===== src/rtl/illcmd_pkg.sv =====
package illcmd_pkg;
  localparam int unsigned MCSA_W = 5;

  typedef enum logic [1:0] {
    CLS_TX    = 2'd0,
    CLS_RX    = 2'd1,
    CLS_EARLY = 2'd2
  } cmd_cls_e;

  function automatic logic is_early_code(input logic [MCSA_W-1:0] code);
    return (code == 5'd2) || (code == 5'd4) || (code == 5'd5) ||
           (code == 5'd6) || (code == 5'd7) || (code == 5'd18);
  endfunction

  function automatic cmd_cls_e classify(input logic mc_sel, input logic [MCSA_W-1:0] code,
                                        input logic rcv, input logic xmit);
    if (mc_sel && is_early_code(code)) return CLS_EARLY;
    if (rcv && !xmit)                  return CLS_RX;
    return CLS_TX;
  endfunction

  function automatic int unsigned ns_to_cyc(input int unsigned ns, input int unsigned per_ps);
    return (ns * 1000 + per_ps - 1) / per_ps;
  endfunction
endpackage


===== src/rtl/illcmd_sync.sv =====
module illcmd_sync #(
  parameter int unsigned STAGES = 2
) (
  input  logic clk_i,
  input  logic rst_ni,
  input  logic d_i,
  output logic q_o
);
  logic [STAGES-1:0] sr_q;

  always_ff @(posedge clk_i or negedge rst_ni) begin
    if (!rst_ni) sr_q <= '0;
    else         sr_q <= {sr_q[STAGES-2:0], d_i};
  end

  assign q_o = sr_q[STAGES-1];
endmodule


===== src/rtl/illcmd_pulse_qual.sv =====
module illcmd_pulse_qual #(
  parameter int unsigned MIN_CYC = 250,
  localparam int unsigned CW = $clog2(MIN_CYC + 1)
) (
  input  logic clk_i,
  input  logic rst_ni,
  input  logic lvl_i,
  output logic ok_o
);
  logic [CW-1:0] cnt_q;

  always_ff @(posedge clk_i or negedge rst_ni) begin
    if (!rst_ni)                        cnt_q <= '0;
    else if (!lvl_i)                    cnt_q <= '0;
    else if (cnt_q != CW'(MIN_CYC))     cnt_q <= cnt_q + 1'b1;
  end

  assign ok_o = lvl_i && (cnt_q == CW'(MIN_CYC));

  p_ok_needs_lvl_r4: assert property (@(posedge clk_i) disable iff (!rst_ni)
    !lvl_i |=> cnt_q == '0);
endmodule


===== src/rtl/illcmd_win_timer.sv =====
module illcmd_win_timer #(
  parameter int unsigned LIMIT = 825,
  localparam int unsigned CW = $clog2(LIMIT + 1)
) (
  input  logic          clk_i,
  input  logic          rst_ni,
  input  logic          start_i,
  input  logic          stop_i,
  output logic          act_o,
  output logic [CW-1:0] cnt_o,
  output logic          open_o
);
  logic          act_q;
  logic [CW-1:0] cnt_q;

  always_ff @(posedge clk_i or negedge rst_ni) begin
    if (!rst_ni) begin
      act_q <= 1'b0;
      cnt_q <= '0;
    end else if (start_i) begin
      act_q <= 1'b1;
      cnt_q <= '0;
    end else if (stop_i) begin
      act_q <= 1'b0;
      cnt_q <= '0;
    end else if (act_q && cnt_q != CW'(LIMIT)) begin
      cnt_q <= cnt_q + 1'b1;
    end
  end

  assign act_o  = act_q;
  assign cnt_o  = cnt_q;
  assign open_o = act_q && (cnt_q < CW'(LIMIT));
endmodule


===== src/rtl/illcmd_flag_ctrl.sv =====
module illcmd_flag_ctrl
  import illcmd_pkg::*;
#(
  parameter int unsigned CLK_PS      = 4000,
  parameter int unsigned MIN_PULSE_NS = 1000,
  parameter int unsigned EARLY_NS    = 178,
  parameter int unsigned STAT_WIN_NS = 3300,
  parameter int unsigned RX_WIN_NS   = 18200
) (
  input  logic              clk_i,
  input  logic              rst_ni,
  input  logic              cmd_strobe_i,
  input  logic              status_i,
  input  logic              xmit_i,
  input  logic              rcv_i,
  input  logic              bcast_i,
  input  logic              mc_sel_i,
  input  logic [MCSA_W-1:0] mcsa_i,
  input  logic              ill_cmd_i,
  input  logic              latch_clr_i,
  output logic              me_bit_o,
  output logic              me_pin_o,
  output logic              me_latch_o,
  output logic              dma_sup_o,
  output logic              stat_sup_o
);
  localparam int unsigned MIN_CYC   = ns_to_cyc(MIN_PULSE_NS, CLK_PS);
  localparam int unsigned EARLY_CYC = ns_to_cyc(EARLY_NS, CLK_PS);
  localparam int unsigned SWIN_CYC  = ns_to_cyc(STAT_WIN_NS, CLK_PS);
  localparam int unsigned RXWIN_CYC = ns_to_cyc(RX_WIN_NS, CLK_PS);
  localparam int unsigned CMD_LIM   = (RXWIN_CYC > EARLY_CYC) ? RXWIN_CYC : EARLY_CYC + 1;
  localparam int unsigned CCW       = $clog2(CMD_LIM + 1);
  localparam int unsigned SCW       = $clog2(SWIN_CYC + 1);

  logic           ill_s, ill_ok;
  logic           status_q, status_rise;
  logic           cmd_act, cmd_open_unused;
  logic [CCW-1:0] cmd_cnt;
  logic           s_act_unused, s_open;
  logic [SCW-1:0] s_cnt_unused;
  cmd_cls_e       cls_q;
  logic           armed_q, elig_q, stat_seen_q;
  logic           me_err_q, me_latch_q, dma_sup_q, stat_sup_q;
  logic           early_hit, ord_hit, rx_hit, accept, rx_open;

  illcmd_sync #(.STAGES(2)) u_sync (
    .clk_i, .rst_ni, .d_i(ill_cmd_i), .q_o(ill_s)
  );

  illcmd_pulse_qual #(.MIN_CYC(MIN_CYC)) u_qual (
    .clk_i, .rst_ni, .lvl_i(ill_s), .ok_o(ill_ok)
  );

  // Command-relative timer: early sample point and receive DMA window
  illcmd_win_timer #(.LIMIT(CMD_LIM)) u_cmd_tmr (
    .clk_i, .rst_ni,
    .start_i(cmd_strobe_i), .stop_i(1'b0),
    .act_o(cmd_act), .cnt_o(cmd_cnt), .open_o(cmd_open_unused)
  );

  // Status window: opens on status rise, or at the strobe for broadcasts
  illcmd_win_timer #(.LIMIT(SWIN_CYC)) u_stat_tmr (
    .clk_i, .rst_ni,
    .start_i(status_rise | (cmd_strobe_i & bcast_i)),
    .stop_i(cmd_strobe_i & ~bcast_i),
    .act_o(s_act_unused), .cnt_o(s_cnt_unused), .open_o(s_open)
  );

  always_ff @(posedge clk_i or negedge rst_ni) begin
    if (!rst_ni) status_q <= 1'b0;
    else         status_q <= status_i;
  end
  assign status_rise = status_i & ~status_q;

  assign rx_open   = cmd_act && (cmd_cnt < CCW'(RXWIN_CYC));
  assign early_hit = (cls_q == CLS_EARLY) && cmd_act && (cmd_cnt == CCW'(EARLY_CYC)) && ill_s;
  assign ord_hit   = (cls_q != CLS_EARLY) && ill_ok && (elig_q || s_open);
  assign rx_hit    = (cls_q == CLS_RX) && status_rise && dma_sup_q;
  assign accept    = armed_q && !cmd_strobe_i && (early_hit || ord_hit || rx_hit);

  always_ff @(posedge clk_i or negedge rst_ni) begin
    if (!rst_ni) begin
      cls_q       <= CLS_TX;
      armed_q     <= 1'b0;
      elig_q      <= 1'b0;
      stat_seen_q <= 1'b0;
      me_err_q    <= 1'b0;
      dma_sup_q   <= 1'b0;
      stat_sup_q  <= 1'b0;
    end else if (cmd_strobe_i) begin
      cls_q       <= classify(mc_sel_i, mcsa_i, rcv_i, xmit_i);
      armed_q     <= 1'b1;
      elig_q      <= 1'b0;
      stat_seen_q <= 1'b0;
      me_err_q    <= 1'b0;
      dma_sup_q   <= 1'b0;
      stat_sup_q  <= bcast_i;
    end else begin
      elig_q <= ill_s && (elig_q || s_open);
      if (status_rise) stat_seen_q <= 1'b1;
      if (accept) begin
        armed_q  <= 1'b0;
        me_err_q <= 1'b1;
      end
      if (cls_q == CLS_RX && !stat_seen_q) begin
        if (ill_s && rx_open) dma_sup_q <= 1'b1;
        else if (!ill_s)      dma_sup_q <= 1'b0;
      end
    end
  end

  always_ff @(posedge clk_i or negedge rst_ni) begin
    if (!rst_ni)          me_latch_q <= 1'b0;
    else if (accept)      me_latch_q <= 1'b1;
    else if (latch_clr_i) me_latch_q <= 1'b0;
  end

  assign me_bit_o   = me_err_q;
  assign me_pin_o   = me_err_q;
  assign me_latch_o = me_latch_q;
  assign dma_sup_o  = dma_sup_q;
  assign stat_sup_o = stat_sup_q;

  p_latch_with_err_r2: assert property (@(posedge clk_i) disable iff (!rst_ni)
    $rose(me_err_q) |-> me_latch_q);
  p_bit_clr_strobe_r9: assert property (@(posedge clk_i) disable iff (!rst_ni)
    cmd_strobe_i |=> !me_err_q);
  p_latch_sticky_r9: assert property (@(posedge clk_i) disable iff (!rst_ni)
    me_latch_q && !latch_clr_i |=> me_latch_q);
  p_dma_rx_only_r10: assert property (@(posedge clk_i) disable iff (!rst_ni)
    dma_sup_q |-> cls_q == CLS_RX);
  p_stat_sup_r8: assert property (@(posedge clk_i) disable iff (!rst_ni)
    cmd_strobe_i && bcast_i |=> stat_sup_q);
  p_dma_hold_r7: assert property (@(posedge clk_i) disable iff (!rst_ni)
    dma_sup_q && stat_seen_q && !cmd_strobe_i |=> dma_sup_q);
  p_early_once_r5: assert property (@(posedge clk_i) disable iff (!rst_ni)
    cls_q == CLS_EARLY && !armed_q && !cmd_strobe_i |=> $stable(me_err_q));
endmodule


===== config.mk =====
export PLATFORM = sky130hd
export DESIGN_NAME = illcmd_flag_ctrl
export DESIGN_NICKNAME = d
export VERILOG_FILES = /design/src/rtl/illcmd_pkg.sv /design/src/rtl/illcmd_sync.sv /design/src/rtl/illcmd_pulse_qual.sv /design/src/rtl/illcmd_win_timer.sv /design/src/rtl/illcmd_flag_ctrl.sv
export SDC_FILE = /design/constraint.sdc
export NUM_CORES = 1
export LEC_CHECK = 0
export ABC_AREA = 1
export BUFFER_PORTS_ARGS = -buffer_cell sky130_fd_sc_hd__buf_2
export CAP_MARGIN = 30
export CORE_UTILIZATION = 50
export DETAILED_ROUTE_END_ITERATION = 8
export PLACE_DENSITY = 0.69
export SLEW_MARGIN = 20
export SYNTH_ARGS = -nofsm -noshare
export SYNTH_HDL_FRONTEND = slang
export SYNTH_HIERARCHICAL = 1
export SYNTH_SLANG_ARGS = --single-unit

===== constraint.sdc =====
create_clock -name clk_i -period 2.2 [get_ports clk_i]
set_clock_uncertainty 0.2 [all_clocks]
set_input_delay 0.44 -clock clk_i [delete_from_list [all_inputs] [get_ports clk_i]]
set_output_delay 0.44 -clock clk_i [all_outputs]
set_load 0.05 [all_outputs]

# After elaboration in Yosys (flattened, before gate mapping)

Cells that the tools add are included.

Flip-flop bits (word level): 45
Input port bits: 15
Output and inout port bits: 5
Word-level logic and storage cells: 111

Add/sub/neg operators: 3
$lt $le $gt $ge: 2
Eq/ne operators: 16
Multiplexer cells: 31
Bitwise operators: 6
Reduce and logical (&&, ||, !) cells: 38

Operators with widths:

| cell                                                                    | count |
|---|---|
| 10-bit 2-to-1 mux                                                       | 3 |
| 13-bit 2-to-1 mux                                                       | 2 |
| 5-bit by 3-bit equality test with 1-bit output (second input constant)  | 4 |
| 1-bit 2-to-1 mux                                                        | 20 |
| 1-bit logical AND                                                       | 19 |
| 8-bit 2-to-1 mux                                                        | 2 |
| 13-bit by 1-bit adder with 13-bit output (second input constant)        | 1 |
| 13-bit by 6-bit equality test with 1-bit output (second input constant) | 1 |
| 13-bit < comparator (second input constant)                             | 1 |
| 13-bit != test (second input constant)                                  | 1 |
| 2-bit nonzero test                                                      | 6 |
| 10-bit by 1-bit adder with 10-bit output (second input constant)        | 1 |
| 10-bit < comparator (second input constant)                             | 1 |
| 10-bit != test (second input constant)                                  | 1 |
| 8-bit by 1-bit adder with 8-bit output (second input constant)          | 1 |
| 8-bit equality test (second input constant)                             | 1 |
| 1-bit logical OR                                                        | 8 |
| 2-bit 2-to-1 mux                                                        | 4 |
| 8-bit != test (second input constant)                                   | 1 |
| 5-bit by 2-bit equality test with 1-bit output (second input constant)  | 1 |
| 5-bit equality test (second input constant)                             | 1 |
| 1-bit bitwise AND                                                       | 3 |
| 1-bit zero test                                                         | 3 |
| 3-bit != test (second input constant)                                   | 1 |
| 8 further kinds                                                         | 9 |

# Logic depth before layout (Yosys ltp)

Depth after elaboration: 13
Gate-level depth with buffers: 12
Depth with buffers taken out: 12

# Modules after synthesis

Netlist, hierarchy kept.

By module, submodules not included:

| module                        | instances | cells an instance | area each (um^2) | sequential area each (um^2) |
|---|---|---|---|---|
| illcmd_win_timer (u_cmd_tmr)  | 1         | 139               | 1,007.2          | 350.3 |
| illcmd_win_timer (u_stat_tmr) | 1         | 108               | 788.3            | 275.3 |
| illcmd_flag_ctrl              | 1         | 86                | 576.8            | 250.2 |
| illcmd_pulse_qual             | 1         | 56                | 436.7            | 200.2 |
| illcmd_sync                   | 1         | 2                 | 50.0             | 50.0 |

# Least setup slack after synthesis

OpenSTA, ideal clock, no wires.

Path type: register -> register
Start point: register u_cmd_tmr.cnt_q[0] (netlist: u_cmd_tmr/cnt_o[0])
End point: register u_cmd_tmr.cnt_q[7] (netlist: u_cmd_tmr/cnt_o[7])
Setup time: 118 ps
Data arrival time: 1,364 ps
Data required time: 1,882 ps
Setup slack: 519 ps
Cell stages (with the launch flop): 11
Path buffers: 1
Clock period less this slack: 1,681 ps
Cells stage by stage: dfrtp_1 -> inv_1 -> ha_1 -> nand3_1 -> nor2_2 -> nand3_4 -> nand2_4 -> nand2_4 -> buf_6 -> nand2_2 -> o21ai_2

Word-level cells in the longest chain between the ends: 3
Elaborated cells on any way between the ends: 6
Those cells by class: add/sub (1); eq/ne (1); mux (2); reduce/logical (2)

Ends and longest elaborated chain:

| element                                                                           | RTL line                                       | text |
|---|---|---|
| from (decl)                                                                       | illcmd_win_timer.sv:14                         | `logic [CW-1:0] cnt_q;` |
| from (signal assigned)                                                            | illcmd_win_timer.sv:27                         | `cnt_q <= cnt_q + 1'b1;` |
| 13-bit by 1-bit adder with 13-bit output / 13-bit != test (equally long branches) | illcmd_win_timer.sv:27, illcmd_win_timer.sv:26 |  |
| 13-bit 2-to-1 mux / 1-bit logical AND (equally long branches)                     | illcmd_win_timer.sv:26                         | `end else if (act_q && cnt_q != CW'(LIMIT)) begin` |
| 13-bit 2-to-1 mux / 2-bit nonzero test (equally long branches)                    | n/a                                            |  |

Parallel ways exist; a longest one is shown, timed or not. The select of a mux whose other input is x is not followed.
A chain may end at the register's enable or synchronous reset.

# Worst setup path after layout

Start point: register u_stat_tmr.cnt_q[4] (netlist: u_stat_tmr/cnt_o[4])
End point: register me_err_q (netlist: me_bit_o)

Word-level cells in the longest chain between the ends: 8

Ends and longest elaborated chain:

| element                       | RTL line                | text |
|---|---|---|
| from (decl)                   | illcmd_win_timer.sv:14  |  |
| from (signal assigned)        | illcmd_win_timer.sv:27  |  |
| 10-bit < comparator           | illcmd_win_timer.sv:33  | `assign open_o = act_q && (cnt_q < CW'(LIMIT));` |
| 1-bit logical AND             | illcmd_win_timer.sv:33  |  |
| via s_open                    | illcmd_flag_ctrl.sv:39  | `logic s_act_unused, s_open;` |
| 1-bit logical OR              | illcmd_flag_ctrl.sv:77  | `assign ord_hit = (cls_q != CLS_EARLY) && ill_ok && (elig_q \|\| s_open);` |
| 1-bit logical AND             | illcmd_flag_ctrl.sv:77  |  |
| 1-bit logical OR (2 in a row) | illcmd_flag_ctrl.sv:79  | `assign accept = armed_q && !cmd_strobe_i && (early_hit \|\| ord_hit \|\| rx_hit);` |
| 1-bit logical AND             | illcmd_flag_ctrl.sv:79  |  |
| 2-bit nonzero test (no line)  | n/a                     |  |
| to (signal assigned)          | illcmd_flag_ctrl.sv:87  | `me_err_q <= 1'b0;` |
| to (signal assigned)          | illcmd_flag_ctrl.sv:95  | `me_err_q <= 1'b0;` |
| to (signal assigned)          | illcmd_flag_ctrl.sv:103 | `me_err_q <= 1'b1;` |
| to (decl)                     | illcmd_flag_ctrl.sv:43  | `logic me_err_q, me_latch_q, dma_sup_q, stat_sup_q;` |

The timed path passes the listed nets, and every way through them passes these cells.

==> impl_metrics.yaml <==
yosys:
  postSynthAreaPerCell_um2: 7.34
  syn_inst: 387
  yosys_warnings: 6
  syn_area_mm2: 0.00284
cts:
  insertion_delay_ns: 0.30
  cts_resized: 0
  cts_buffers: 5
  cts.sinks: 45
  cts_tree: "yes"
  cts_root_buf: "clkbuf_8"
  path_clk_slew_ns: 0.10
  cts_buffer_depth: 2
  cts_max_level: 2
critical_path:
  ff2ff_setup_slack_ns: 0.34
  worstPathArrival_ns: 1.86
  crit-reg2reg-capture: "me_bit_o"
  path_max_fanout: 5
  critical_path_class: "reg2reg"
  r2r-start: "u_stat_tmr/cnt_o[4]"
  worstSetupEndpointType: "flip-flop"
  startpoint: "u_stat_tmr/cnt_o[4]"
  cp.required_ns: 2.20
  startpoint_type: "flip-flop"
  r2r_cells: 11
  cp-endpoint: "me_bit_o"
hold_path:
  worstHoldPathType: "in2reg"
power_and_ir_drop:
  p_sw_w: 0.000439
  ir_worst_vdd_mv: 0.270
  seqPwrFrac: 0.549
  intPower_w: 0.00117
  clockPowerShare: 0.339
  swShare: 0.274
  p_comb_frac: 0.112
  leakagePower_nw: 1.52
  power_density_mw_per_mm2: 509
timing:
  timing.final.crit_share: 0.846
  drv_slew: 0
  finalSetupViolations: 0
  finalSetupTns_ns: 0
  rsz0062_at_grt: "no"
  fin_crit_ns: 1.86
  fin_hold_ws_ns: 0.0435
  fmax_ghz: 0.538
  hold_viol: 0
placement:
  placedCellCount: 482
  port-buffer-count: 19
  gp_congestion: 0.925
  place_area_mm2: 0.00305
  dp_hpwl_um: 4380
global_route:
  grt_max_degree: 22
  track_usage: 0.209
  grt.overflow.total: 0
  grt_pass1_vias: 2255
  antenna_found_initial: 0
  grt_pass1_wl_um: 9950
route:
  drtIter0Drc: 110
  num_vias: 2418
  drc: 0
  via_per_inst: 4.92
  routed_wl_um: 5710
  wl_per_cell_um: 11.6
  drt_first_pass_iters: 4
  detail-route-antenna-nets: 0
status:
  outcome: "completed"
final_layout:
  fin_area_mm2: 0.00315
  syn2layout_area_growth_pct: 11.0
  diodes: 0
  drive_gt1_frac: 0.181
  final_nets: 440
  final_cell_count_no_fill: 491
floorplanning:
  start_util: 0.516
  core_area_mm2: 0.00551
  row_count: 27
  design.portCount: 20
  dieHeight_um: 77.4
  die_w_um: 77.4
  die_area_mm2: 0.00599
flow_run:
  cap_violations: 0
[area by class of cell]
cell class | count | area (um2)
clock buffer | 6 | 82.6
clock inverter | 2 | 13.8
fill | 523 | 2350
inverter | 58 | 230
multi-input combinational | 283 | 1470
sequential | 45 | 1130
tap | 72 | 90.1
timing repair buffer | 25 | 143
[power by group through the flow]
stage	combinational [W]	sequential (W)	clock [W]
final	0.000180	0.000881	0.000545
after CTS	0.000183	0.000880	0.000562
after global routing	0.000208	0.000885	0.000590
after global placement	0.000177	0.000895	0
after floorplan	0.000112	0.000899	0
after detailed placement	0.000181	0.000897	0
[how the worst min path moves through the flow]
stage	to	slack (ns)	start	cells after the start
6_report	u_sync/sr_q[0]	0.04	ill_cmd_i	1
3_3_place_gp	u_sync/sr_q[1]	0.13	u_sync/sr_q[0]	0
5_1_grt	u_sync/sr_q[0]	0.03	ill_cmd_i	1
4_1_cts	u_sync/sr_q[0]	0.03	ill_cmd_i	1
2_1_floorplan	armed_q	-0.06	rst_ni	0
3_5_place_dp	u_sync/sr_q[1]	0.14	u_sync/sr_q[0]	0
[critical path: stages, from the launching register on]
cell and delay [ns]:
dfrtp_1 0.44, nand2_2 0.11, nor2_1 0.24, nor2_1 0.06
o22ai_1 0.14, nor2_1 0.06, nor2_1 0.13, nor2_1 0.06
nor2_1 0.10, nand2_1 0.07, nand2_1 0.08, nand2_1 0.05
[stage by stage]
step / total power (W) / utilization / setup WS, ns
2_1_floorplan: 0.00101 / - / 0.519
3_3_place_gp: 0.00107 / 0.553 / 0.417
3_5_place_dp: 0.00108 / 0.553 / 0.351
4_1_cts: 0.00162 / 0.572 / 0.327
5_1_grt: 0.00168 / 0.572 / 0.144
6_report: 0.00161 / 0.572 / 0.340
[sequential cells by signal, summed over array words and instances (netlist names), 2 cells and up]
signal,flops
u_sync/sr_q,2
cls_q,2
u_qual/cnt_q,8
u_cmd_tmr/cnt_o,13
u_stat_tmr/cnt_o,10
[layer usage]
metal / vias up / part of all wire / global-route usage
met5: - / 0 / 0
met4: 0 / 0.016 / 0.0679
met3: 8 / 0.024 / 0.0365
met2: 33 / 0.48 / 0.344
met1: 1098 / 0.48 / 0.277
li1: 1279 / - / -
[cell usage in the layout, fill, tap and decap left out, drive strengths merged]
master,instances
nand2,111
nor2,63
inv,55
dfrtp,45
nand3,37
o21ai,25
buf,24
nand4,16
ha,7
clkbuf,6
a21oi,6
conb,5
clkinv,5
o21bai,3
nor3,3
xnor2,2
a211oi,1
or2,1
dlygate4sd3,1
a21boi,1
nor4,1
o22ai,1
[repair_timing]
item / CTS / global route
setup buffers: 0 / 0
endpoints found under the hold margin: 19 / 0
hold buffers: 1 / 0
Power figures use the tool's default switching activity.
